[src/rtl/mrs_pkg.sv]
package mrs_pkg;

  localparam int unsigned MRS_NPOS_DEF = 4;
  localparam int unsigned MRS_RW_DEF   = 8;

  // Counter width able to hold probe steps, the play step and the done step.
  function automatic int unsigned step_width(input int unsigned npos);
    return $clog2(npos + 2);
  endfunction

endpackage

[src/rtl/mrs_stepper.sv]
module mrs_stepper #(
  parameter int unsigned NPOS = 4,
  parameter int unsigned CW   = 3
) (
  input  logic          clk,
  input  logic          clear_st,
  input  logic          decide_st,
  output logic [CW-1:0] step_q,
  output logic          probing,
  output logic          play_step,
  output logic          done_step
);

  localparam logic [CW-1:0] PLAY_IDX = CW'(NPOS);
  localparam logic [CW-1:0] DONE_IDX = CW'(NPOS + 1);

  always_ff @(posedge clk) begin
    if (clear_st) begin
      step_q <= '0;
    end else if (decide_st && (step_q != DONE_IDX)) begin
      step_q <= step_q + 1'b1;
    end
  end

  assign probing   = (step_q < PLAY_IDX);
  assign play_step = (step_q == PLAY_IDX);
  assign done_step = (step_q == DONE_IDX);

endmodule

[src/rtl/mrs_probe_dec.sv]
module mrs_probe_dec #(
  parameter int unsigned NPOS = 4,
  parameter int unsigned CW   = 3
) (
  input  logic [CW-1:0]   step_q,
  output logic [NPOS-1:0] probe_sel
);

  for (genvar i = 0; i < NPOS; i++) begin : g_dec
    assign probe_sel[i] = (step_q == CW'(i));
  end

endmodule

[src/rtl/mrs_best_reg.sv]
module mrs_best_reg #(
  parameter int unsigned NPOS = 4,
  parameter int unsigned RW   = 8
) (
  input  logic            clk,
  input  logic            clear_st,
  input  logic            decide_st,
  input  logic            probing,
  input  logic            first_step,
  input  logic [RW-1:0]   reward,
  input  logic [NPOS-1:0] probe_sel,
  output logic            greater,
  output logic            store_en,
  output logic [RW-1:0]   best_q,
  output logic [NPOS-1:0] pos_q
);

  // Strict comparison: equal rewards never displace the earlier position.
  function automatic logic beats(input logic [RW-1:0] cand,
                                 input logic [RW-1:0] held);
    return cand > held;
  endfunction

  assign greater  = beats(reward, best_q);
  assign store_en = decide_st & probing & (first_step | (greater & ~first_step));

  always_ff @(posedge clk) begin
    if (clear_st) begin
      best_q <= '0;
      pos_q  <= '0;
    end else if (store_en) begin
      best_q <= reward;
      pos_q  <= probe_sel;
    end
  end

endmodule

[src/rtl/max_reward_scan.sv]
module max_reward_scan #(
  parameter int unsigned NPOS = mrs_pkg::MRS_NPOS_DEF,
  parameter int unsigned RW   = mrs_pkg::MRS_RW_DEF
) (
  input  logic            clk,
  input  logic            clear_st,
  input  logic            decide_st,
  input  logic [RW-1:0]   reward,
  output logic [NPOS-1:0] sel,
  output logic            played,
  output logic            skip,
  output logic            sub
);

  localparam int unsigned CW = mrs_pkg::step_width(NPOS);

  logic [CW-1:0]   step_q;
  logic            probing;
  logic            play_step;
  logic            done_step;
  logic            first_step;
  logic [NPOS-1:0] probe_sel;
  logic            greater;
  logic            store_en;
  logic [RW-1:0]   best_q;
  logic [NPOS-1:0] pos_q;

  mrs_stepper #(.NPOS(NPOS), .CW(CW)) u_step (
    .clk       (clk),
    .clear_st  (clear_st),
    .decide_st (decide_st),
    .step_q    (step_q),
    .probing   (probing),
    .play_step (play_step),
    .done_step (done_step)
  );

  mrs_probe_dec #(.NPOS(NPOS), .CW(CW)) u_dec (
    .step_q    (step_q),
    .probe_sel (probe_sel)
  );

  assign first_step = probe_sel[0];

  mrs_best_reg #(.NPOS(NPOS), .RW(RW)) u_best (
    .clk        (clk),
    .clear_st   (clear_st),
    .decide_st  (decide_st),
    .probing    (probing),
    .first_step (first_step),
    .reward     (reward),
    .probe_sel  (probe_sel),
    .greater    (greater),
    .store_en   (store_en),
    .best_q     (best_q),
    .pos_q      (pos_q)
  );

  // Probe code while scanning; the stored winner once scanning is over.
  assign sel    = probing ? probe_sel : pos_q;
  assign played = decide_st & play_step;
  assign skip   = 1'b0;
  assign sub    = 1'b0;

endmodule

[config.mk]
export PLATFORM = sky130hd
export DESIGN_NAME = max_reward_scan
export DESIGN_NICKNAME = d
export VERILOG_FILES = /design/src/rtl/mrs_pkg.sv /design/src/rtl/mrs_stepper.sv /design/src/rtl/mrs_probe_dec.sv /design/src/rtl/mrs_best_reg.sv /design/src/rtl/max_reward_scan.sv
export SDC_FILE = /design/constraint.sdc
export NUM_CORES = 1
export LEC_CHECK = 0
export BUFFER_PORTS_ARGS = -buffer_cell sky130_fd_sc_hd__buf_2
export CORE_MARGIN = 10
export CORE_UTILIZATION = 37
export CTS_BUF_LIST = sky130_fd_sc_hd__clkbuf_16
export CTS_CLUSTER_DIAMETER = 40
export DETAILED_ROUTE_END_ITERATION = 10
export SYNTH_ARGS = -nofsm -noshare
export SYNTH_HDL_FRONTEND = slang
export SYNTH_SLANG_ARGS = --single-unit
[constraint.sdc]
create_clock -name clk -period 3.95 [get_ports clk]
set_input_delay 0.5925 -clock clk [delete_from_list [all_inputs] [get_ports clk]]
set_output_delay 0.5925 -clock clk [all_outputs]
set_load 0.02 [all_outputs]
==> metrics.txt, run 1 <==
pwr dens 432 nW/µm²; Overflow after GRT 0; area delta synth->final 15.1%; most common cell after layout, fill and taps aside nand2_1; Synth async-reset ratio 0%; Max Slew Vio Count 0; worst skew pair latency 240 ps; Post-synth EDFFs 0; Site Rows 18; Final Util 45.3%; clk slew on worst S/H paths 50 ps; wirelength, routed 1840 µm; Synth Register Bits 15; period utilization 53.0%; Nets 148; CP startpoint reward[5]; r2r setup slk 1970 ps; HP Start u_best.best_q[5]; TritonCTS buffer count 3; CTS max path bufs 2; layout cells sized above 1 21.1%; ANT cells 0; Min Clock Period, post-route 2090 ps; chip width 71.6 µm; largest fanout on the critical path 11; Routed Antenna Nets 0; RD Place Congestion 0.750; Main synth FF type dfxtp_1; end of the critical path u_best.best_q[7]; maximum VDD drop 0.000272 V; CP startpoint kind input pin; DR pass1 iterations 4; Hold Crit Class reg2reg; 1st-iter DRT viols 25; reg2reg path depth 7; RSZ-0062 raised after global routing false; Max Fclk 478 MHz; max-cap viol count 0; Starting Density 39.3%; gr usage total 7.89%; synthesized instance count 109; Boundary Pins 18; max incr delay on CP 400 ps; Max transition margin 62.0%; port bufs 15; die area 5120 µm²; Tot Pwr 489 µW; post-synthesis sequential area ratio 30.5%; clk root buf clkbuf_16; post-synthesis cell area 983 µm²; Static Leak 0.000530 µW; Worst Path Arrival 2260 ps; Setup CP Type in2reg; CTS Hold Bufs 0; sum of negative setup slack 0 ps; Crit-path slowest cell a2111oi_4; first-pass GRT wire length 3360 µm; Setup Viol. Count Final 0; critical path cell sequence buf_2 -> ha_1 -> a21oi_1 -> o21ai_1 -> a2111oi_4 -> o21a_4 -> mux2i_1; Hold Vio Cnt, Final 0; status completed; core box area 2500 µm²; Avg Inst Size Synth 9.02 µm²; most frequent cells in the layout 21 x nand2_1, 15 x buf_2, 15 x dfxtp_1, 14 x inv_1, 13 x ha_1; Critical R2R Capture u_best.best_q[7]; post-CTS setup buffers 0; skew final 0.805 ps; RR Startpoint u_best.best_q[5]; CP top delay family compound AO/OA/AOI/OAI gates; Residual DRC 0; WL per Instance 12.0 µm; Worst Path Buf+Inv 1; hpwl dp 1500 µm; Die Ht 71.6 µm; CTS tree yes; DR vias/cell 4.87; Worst EP required 4120 ps; clk sinks 15; actual slew at the worst max-slew pin 569 ps; number of global-route vias before repair 792; CP Capture Type flip-flop; number of antenna violations at the first check in global routing 0; pin count of the biggest net entering global routing 22; Yosys cell types 27; Post-CTS Resized 0; Yosys warnings 0; routed via count 745; Stages on worst setup path 7; htree depth 1
[cell type report]
cell class	instances	area, µm²
tap	30	37.5
clock buffer	3	75.1
fill	255	1370
timing repair buffer	15	75.1
clock inverter	1	3.75
multi-input combinational	76	592
sequential	15	300
inverter	13	48.8
[worst register-to-register path, delay by kind of cell (launching register included)]
kind            cells  cell delay (ps)
compound gates      4             1030
flops               1              320
fa+ha+maj           1              280
mux                 1              220
buf+inv             1               40
[worst min path at each step]
stage	cells after the start	end
final	2	u_best.best_q[5]
after global placement	2	u_best.pos_q[3]
after detailed placement	2	u_best.best_q[2]
after global routing	2	u_best.pos_q[2]
after floorplan	2	u_best.pos_q[3]
after CTS	2	u_best.pos_q[3]
[per-layer routing]
metal | vias to the layer above | GRT usage (%) | part of all wire (%)
li1 | 392 | - | -
met1 | 338 | 8.00 | 44
met2 | 13 | 13.4 | 48
met3 | 2 | 4.41 | 7.2
met4 | 0 | 2.58 | 1.1
met5 | - | 0 | 0
[synth_stat cells, types with 2 or more instances]
master	count	area share, %
nand2_1	21	8.0
dfxtp_1	15	31
ha_1	13	17
inv_1	13	5.0
mux2i_1	10	10
a21oi_1	5	2.5
mux2_2	4	4.6
clkbuf_1	3	1.1
nor2_1	3	1.1
buf_4	2	1.5
nand4_1	2	1.3
o2111ai_1	2	1.8
o21ai_0	2	1.0
[power breakdown]
| part | leakage [µW] | switching [µW] | total [µW] | internal [µW] |
|---|---|---|---|---|
| clock network | 0.0000423 | 58.3 | 192 | 134 |
| logic | 0.000365 | 66.5 | 121 | 54.8 |
| registers | 0.000123 | 8.93 | 176 | 167 |
[stage by stage]
| stage | hold WS [ps] | instances | cell area [µm²] | setup WS (ps) |
|---|---|---|---|---|
| after floorplan | 435 | 110 | 987 | 1860 |
| after global placement | 444 | 149 | 1050 | 1670 |
| after detailed placement | 454 | 149 | 1050 | 1580 |
| after CTS | 465 | 153 | 1130 | 1830 |
| after global routing | 476 | 153 | 1130 | 1680 |
| final | 456 | 153 | 1130 | 1860 |
[flip-flops by register name, indices dropped and copies added (netlist names)]
signal / cells
u_step.step_q: 3
u_best.best_q: 8
u_best.pos_q: 4
[logic make-up after synthesis]
family	Yosys count	share of synthesized area, %
buffers and inverters	19	9.67
DFF	15	30.5
xor gates and xnor gates	1	0.891
other	1	0.381
muxes	14	14.8
AOI/OAI and AO/OA	16	13.6
adders and majority gates	13	16.5
and+or+nand+nor	30	13.6
Power figures use the tool's default switching activity.
==> inputs of run 2 (changes only) <==
- clock period: 3.95 -> 1.85 ns (I/O delays scaled with it)
==> metrics.txt, run 2 (synthesized netlist as in run 1, its figures left out) <==
Worst Hold End u_step.step_q[0]; Static Leak 0.000563 µW; Boundary Pins 18; Overflow after GRT 0; most frequent cells in the layout 20 x nand2_1, 15 x buf_2, 13 x dfxtp_1, 12 x inv_1, 10 x mux2i_1; number of antenna violations at the first check in global routing 0; chip width 71.6 µm; period utilization 96.5%; Residual DRC 0; hold depth 2; Hold Crit Class in2reg; r2r setup slk 60 ps; Setup Viol. Count Final 0; core box area 2500 µm²; skew final 2.29 ps; worst skew pair latency 240 ps; pin count of the biggest net entering global routing 13; clk sinks 15; layout cells sized above 1 35.2%; maximum VDD drop 0.000602 V; clk slew on worst S/H paths 50 ps; TritonCTS buffer count 3; number of global-route vias before repair 804; status completed; 1st-iter DRT viols 37; gr usage total 8.43%; pwr dens 900 nW/µm²; port bufs 15; Hold Vio Cnt, Final 0; CTS max path bufs 2; Setup CP Type reg2reg; Non-Filler Instances 158; largest fanout on the critical path 6; Reg with most FFs u_best.best_q; ANT cells 0; Final Cell Area 1270 µm²; first-pass GRT wire length 3570 µm; Post-DP Area 1080 µm²; final hold slack 280 ps; CTS tree yes; Top Registers u_best.best_q x8, u_best.pos_q x4, u_step.step_q x3; RR Startpoint u_best.best_q[7]; wirelength, routed 2130 µm; Cells after DPL 152; Die Ht 71.6 µm; Starting Density 39.3%; CP Capture Type flip-flop; Tot Pwr 1140 µW; reg2reg path depth 7; routed via count 782; Max Slew Vio Count 0; Worst EP required 2020 ps; WL per Instance 13.5 µm; htree depth 1; DR vias/cell 4.95; die area 5120 µm²; Max Fclk 560 MHz; max-cap viol count 0; RD Place Congestion 0.711; Critical R2R Capture u_best.best_q[7]; RSZ-0062 raised after global routing true; Site Rows 18; Worst Path Arrival 1960 ps; Routed Antenna Nets 0; CTS Hold Bufs 0; hpwl dp 1540 µm; CP startpoint kind flip-flop; clk root buf clkbuf_16; Min Clock Period, post-route 1790 ps; max reg flops 8; HP Start clear_st; area delta synth->final 28.8%; DR pass1 iterations 4; most common cell after layout, fill and taps aside nand2_1; Nets 153
[run 2: changes by cell type in the layout (fill, tap and decap cells not counted), moves of 2 or more]
cell       change
buf_4          +4
ha_1           -4
ha_4           +4
dfxtp_1        -2
dfxtp_2        +2
inv_1          -2
o2111ai_1      -2
o2111ai_2      +2
[run 2: how the worst max path moves through the flow]
stage	startpoint	to	slack, ps
4_1_cts	u_best.best_q[7]	u_best.best_q[0]	7
5_1_grt	u_best.best_q[7]	u_best.best_q[3]	-60
3_3_place_gp	reward[5]	u_best.best_q[5]	-80
3_5_place_dp	reward[1]	u_best.best_q[7]	-140
2_1_floorplan	u_best.best_q[1]	u_best.best_q[2]	20
6_report	u_best.best_q[7]	u_best.best_q[7]	60
[run 2: power breakdown]
group / internal, µW / switching [µW] / total, µW
clock network: 289 / 134 / 423
logic: 162 / 177 / 338
registers: 358 / 20.7 / 378
total: 808 / 331 / 1140
[run 2: routing by layer]
layer	GRT usage, %	share of wire [%]	up-vias
met2	15.0	48	16
met5	0	0	-
met3	3.86	6.3	2
met1	8.80	45	358
li1	-	-	406
met4	1.94	0.56	0
[run 2: critical path, stage by stage (launching register included)]
cell,delay [ps]
dfxtp_2,330
inv_2,40
ha_4,250
a21oi_4,170
o21ai_2,80
a2111oi_4,390
o21a_4,250
mux2i_1,190
[run 2: cell type report]
cell class	instances	area, µm²
Tap cell	30	37.5
Clock buffer	3	75.1
Timing Repair Buffer	19	105
Clock inverter	1	5.00
Sequential cell	15	303
Multi-Input combinational cell	77	692
Inverter	13	48.8
Fill cell	232	1230
[run 2: stage by stage]
stage / TNS, ps / utilization (%) / setup slack [ps]
6_report: 0 / 50.7 / 64.0
3_5_place_dp: -1270 / 43.0 / -142
4_1_cts: 0 / 47.1 / 6.72
3_3_place_gp: -775 / 43.0 / -81.4
5_1_grt: -269 / 50.7 / -59.6
2_1_floorplan: 0 / - / 23.7
[run 2: what timing repair did]
| item | 4_1_cts | 5_1_grt |
|---|---|---|
| gates cloned | 1 | 0 |
| setup buffers | 0 | 1 |
| gates resized for setup | 1 | 15 |
| pin swaps | 2 | 8 |
| hold endpoints to repair | 0 | 0 |
| endpoints found under the setup margin | 11 | 12 |
==> inputs of run 3 (changes only) <==
- PLACE_DENSITY_LB_ADDON: not set -> 0.25
==> metrics.txt, run 3 (synthesized netlist as in run 1, its figures left out) <==
Static Leak 0.000562 µW; port bufs 15; RD Place Congestion 0.700; DR pass1 iterations 4; Routed Antenna Nets 0; sum of negative setup slack 0 ps; most frequent cells in the layout 20 x nand2_1, 15 x buf_2, 12 x dfxtp_1, 11 x inv_1, 10 x mux2i_1; Overflow after GRT 0; Setup CP Type reg2reg; Worst EP required 2020 ps; Min Clock Period, post-route 1770 ps; pwr dens 906 nW/µm²; max reg flops 8; Combinational Power Share 29.7%; Non-Filler Instances 158; wirelength, routed 2070 µm; RSZ-0062 raised after global routing true; Site Rows 18; FF+latch area 304 µm²; final hold slack 279 ps; htree depth 1; worst skew pair latency 240 ps; Worst Path Arrival 1940 ps; CTS tree yes; largest fanout on the critical path 6; layout cells sized above 1 35.2%; Internal Power 813 µW; Final Util 50.6%; Die Ht 71.6 µm; CP top delay family compound AO/OA/AOI/OAI gates; CP startpoint kind flip-flop; clk sinks 15; Tot Pwr 1150 µW; Cells after DPL 152; 1st-iter DRT viols 29; WL per Instance 13.1 µm; area delta synth->final 28.5%; status completed; Net Sw Frac 29.0%; footprint of the multi-input gates 688 µm²; r2r setup slk 80 ps; Reg power frac 33.0%; Crit-path slowest cell a2111oi_4; clk slew on worst S/H paths 50 ps; CP Capture Type flip-flop; Hold Vio Cnt, Final 0; clk root buf clkbuf_16; Max Fclk 563 MHz; Starting Density 39.3%; number of global-route vias before repair 850; hpwl dp 1520 µm; max-cap viol count 0; pin count of the biggest net entering global routing 13; period utilization 95.9%; Worst Path Buf+Inv 1; routed via count 790; gr usage total 8.48%; die area 5120 µm²; Nets 153; skew final 1.67 ps; CTS max path bufs 2; number of antenna violations at the first check in global routing 0; chip width 71.6 µm; critical path cell sequence inv_2 -> ha_4 -> a21oi_4 -> o21ai_2 -> a2111oi_4 -> o21a_4 -> mux2i_1; Residual DRC 0; TritonCTS buffer count 3; Hold Crit Class in2reg; most common cell after layout, fill and taps aside nand2_1; maximum VDD drop 0.000702 V; Top Registers u_best.best_q x8, u_best.pos_q x4, u_step.step_q x3; Boundary Pins 18; ANT cells 0; first-pass GRT wire length 3620 µm; DR vias/cell 5.00; NetSw 333 µW; max incr delay on CP 390 ps; CTS Hold Bufs 0; Max Slew Vio Count 0; clock power share 37.2%; Fill cells 243; Reg with most FFs u_best.best_q; core box area 2500 µm²; Setup Viol. Count Final 0
[run 3: final timing paths]
path	cells after the start	to	startpoint
hold / removal	2	u_step.step_q[1]	clear_st
setup reg to reg	7	u_best.best_q[7]	u_best.best_q[7]
hold reg to reg	2	u_best.best_q[4]	u_best.best_q[4]
setup / recovery	7	u_best.best_q[7]	u_best.best_q[7]
[run 3: cell type report]
cell class	count	area share [%]
Clock buffer	3	5.94
Timing Repair Buffer	19	8.32
Tap cell	30	2.97
Sequential cell	15	24.1
Inverter	13	3.86
Clock inverter	1	0.396
Multi-Input combinational cell	77	54.5
[run 3: worst reg2reg max path, cell delays in order, from the launching register on]
cell and delay, ps:
dfxtp_2 330, inv_2 40, ha_4 230, a21oi_4 160, o21ai_2 90, a2111oi_4 390, o21a_4 250, mux2i_1 210
[run 3: metal layers]
metal | up-vias | wire, µm | global-route usage [%]
met5 | - | 0 | 0
met4 | 0 | 19 | 2.58
met3 | 2 | 143 | 4.13
met2 | 12 | 1030 | 15.0
met1 | 373 | 882 | 8.56
li1 | 403 | - | -
[run 3: power groups by stage]
stage	registers (µW)	logic (µW)	clock network, µW
6_report	378	341	426
5_1_grt	382	378	456
4_1_cts	377	292	432
3_5_place_dp	382	272	0
3_3_place_gp	380	269	0
2_1_floorplan	376	229	0
[run 3: timing repair]
| item | CTS | global route |
|---|---|---|
| setup buffers | 0 | 1 |
| pin swaps | 3 | 5 |
| endpoints found under the hold margin | 0 | 0 |
| gates cloned | 1 | 0 |
| gates resized for setup | 4 | 12 |
| endpoints found under the setup margin | 11 | 12 |
[run 3: through the flow]
stage,setup slack (ps),cell area (µm²)
floorplan,23.7,987
global placement,-84.5,1080
detailed placement,-164,1080
CTS,-18.5,1180
global route,-24.7,1260
finish,75.2,1260
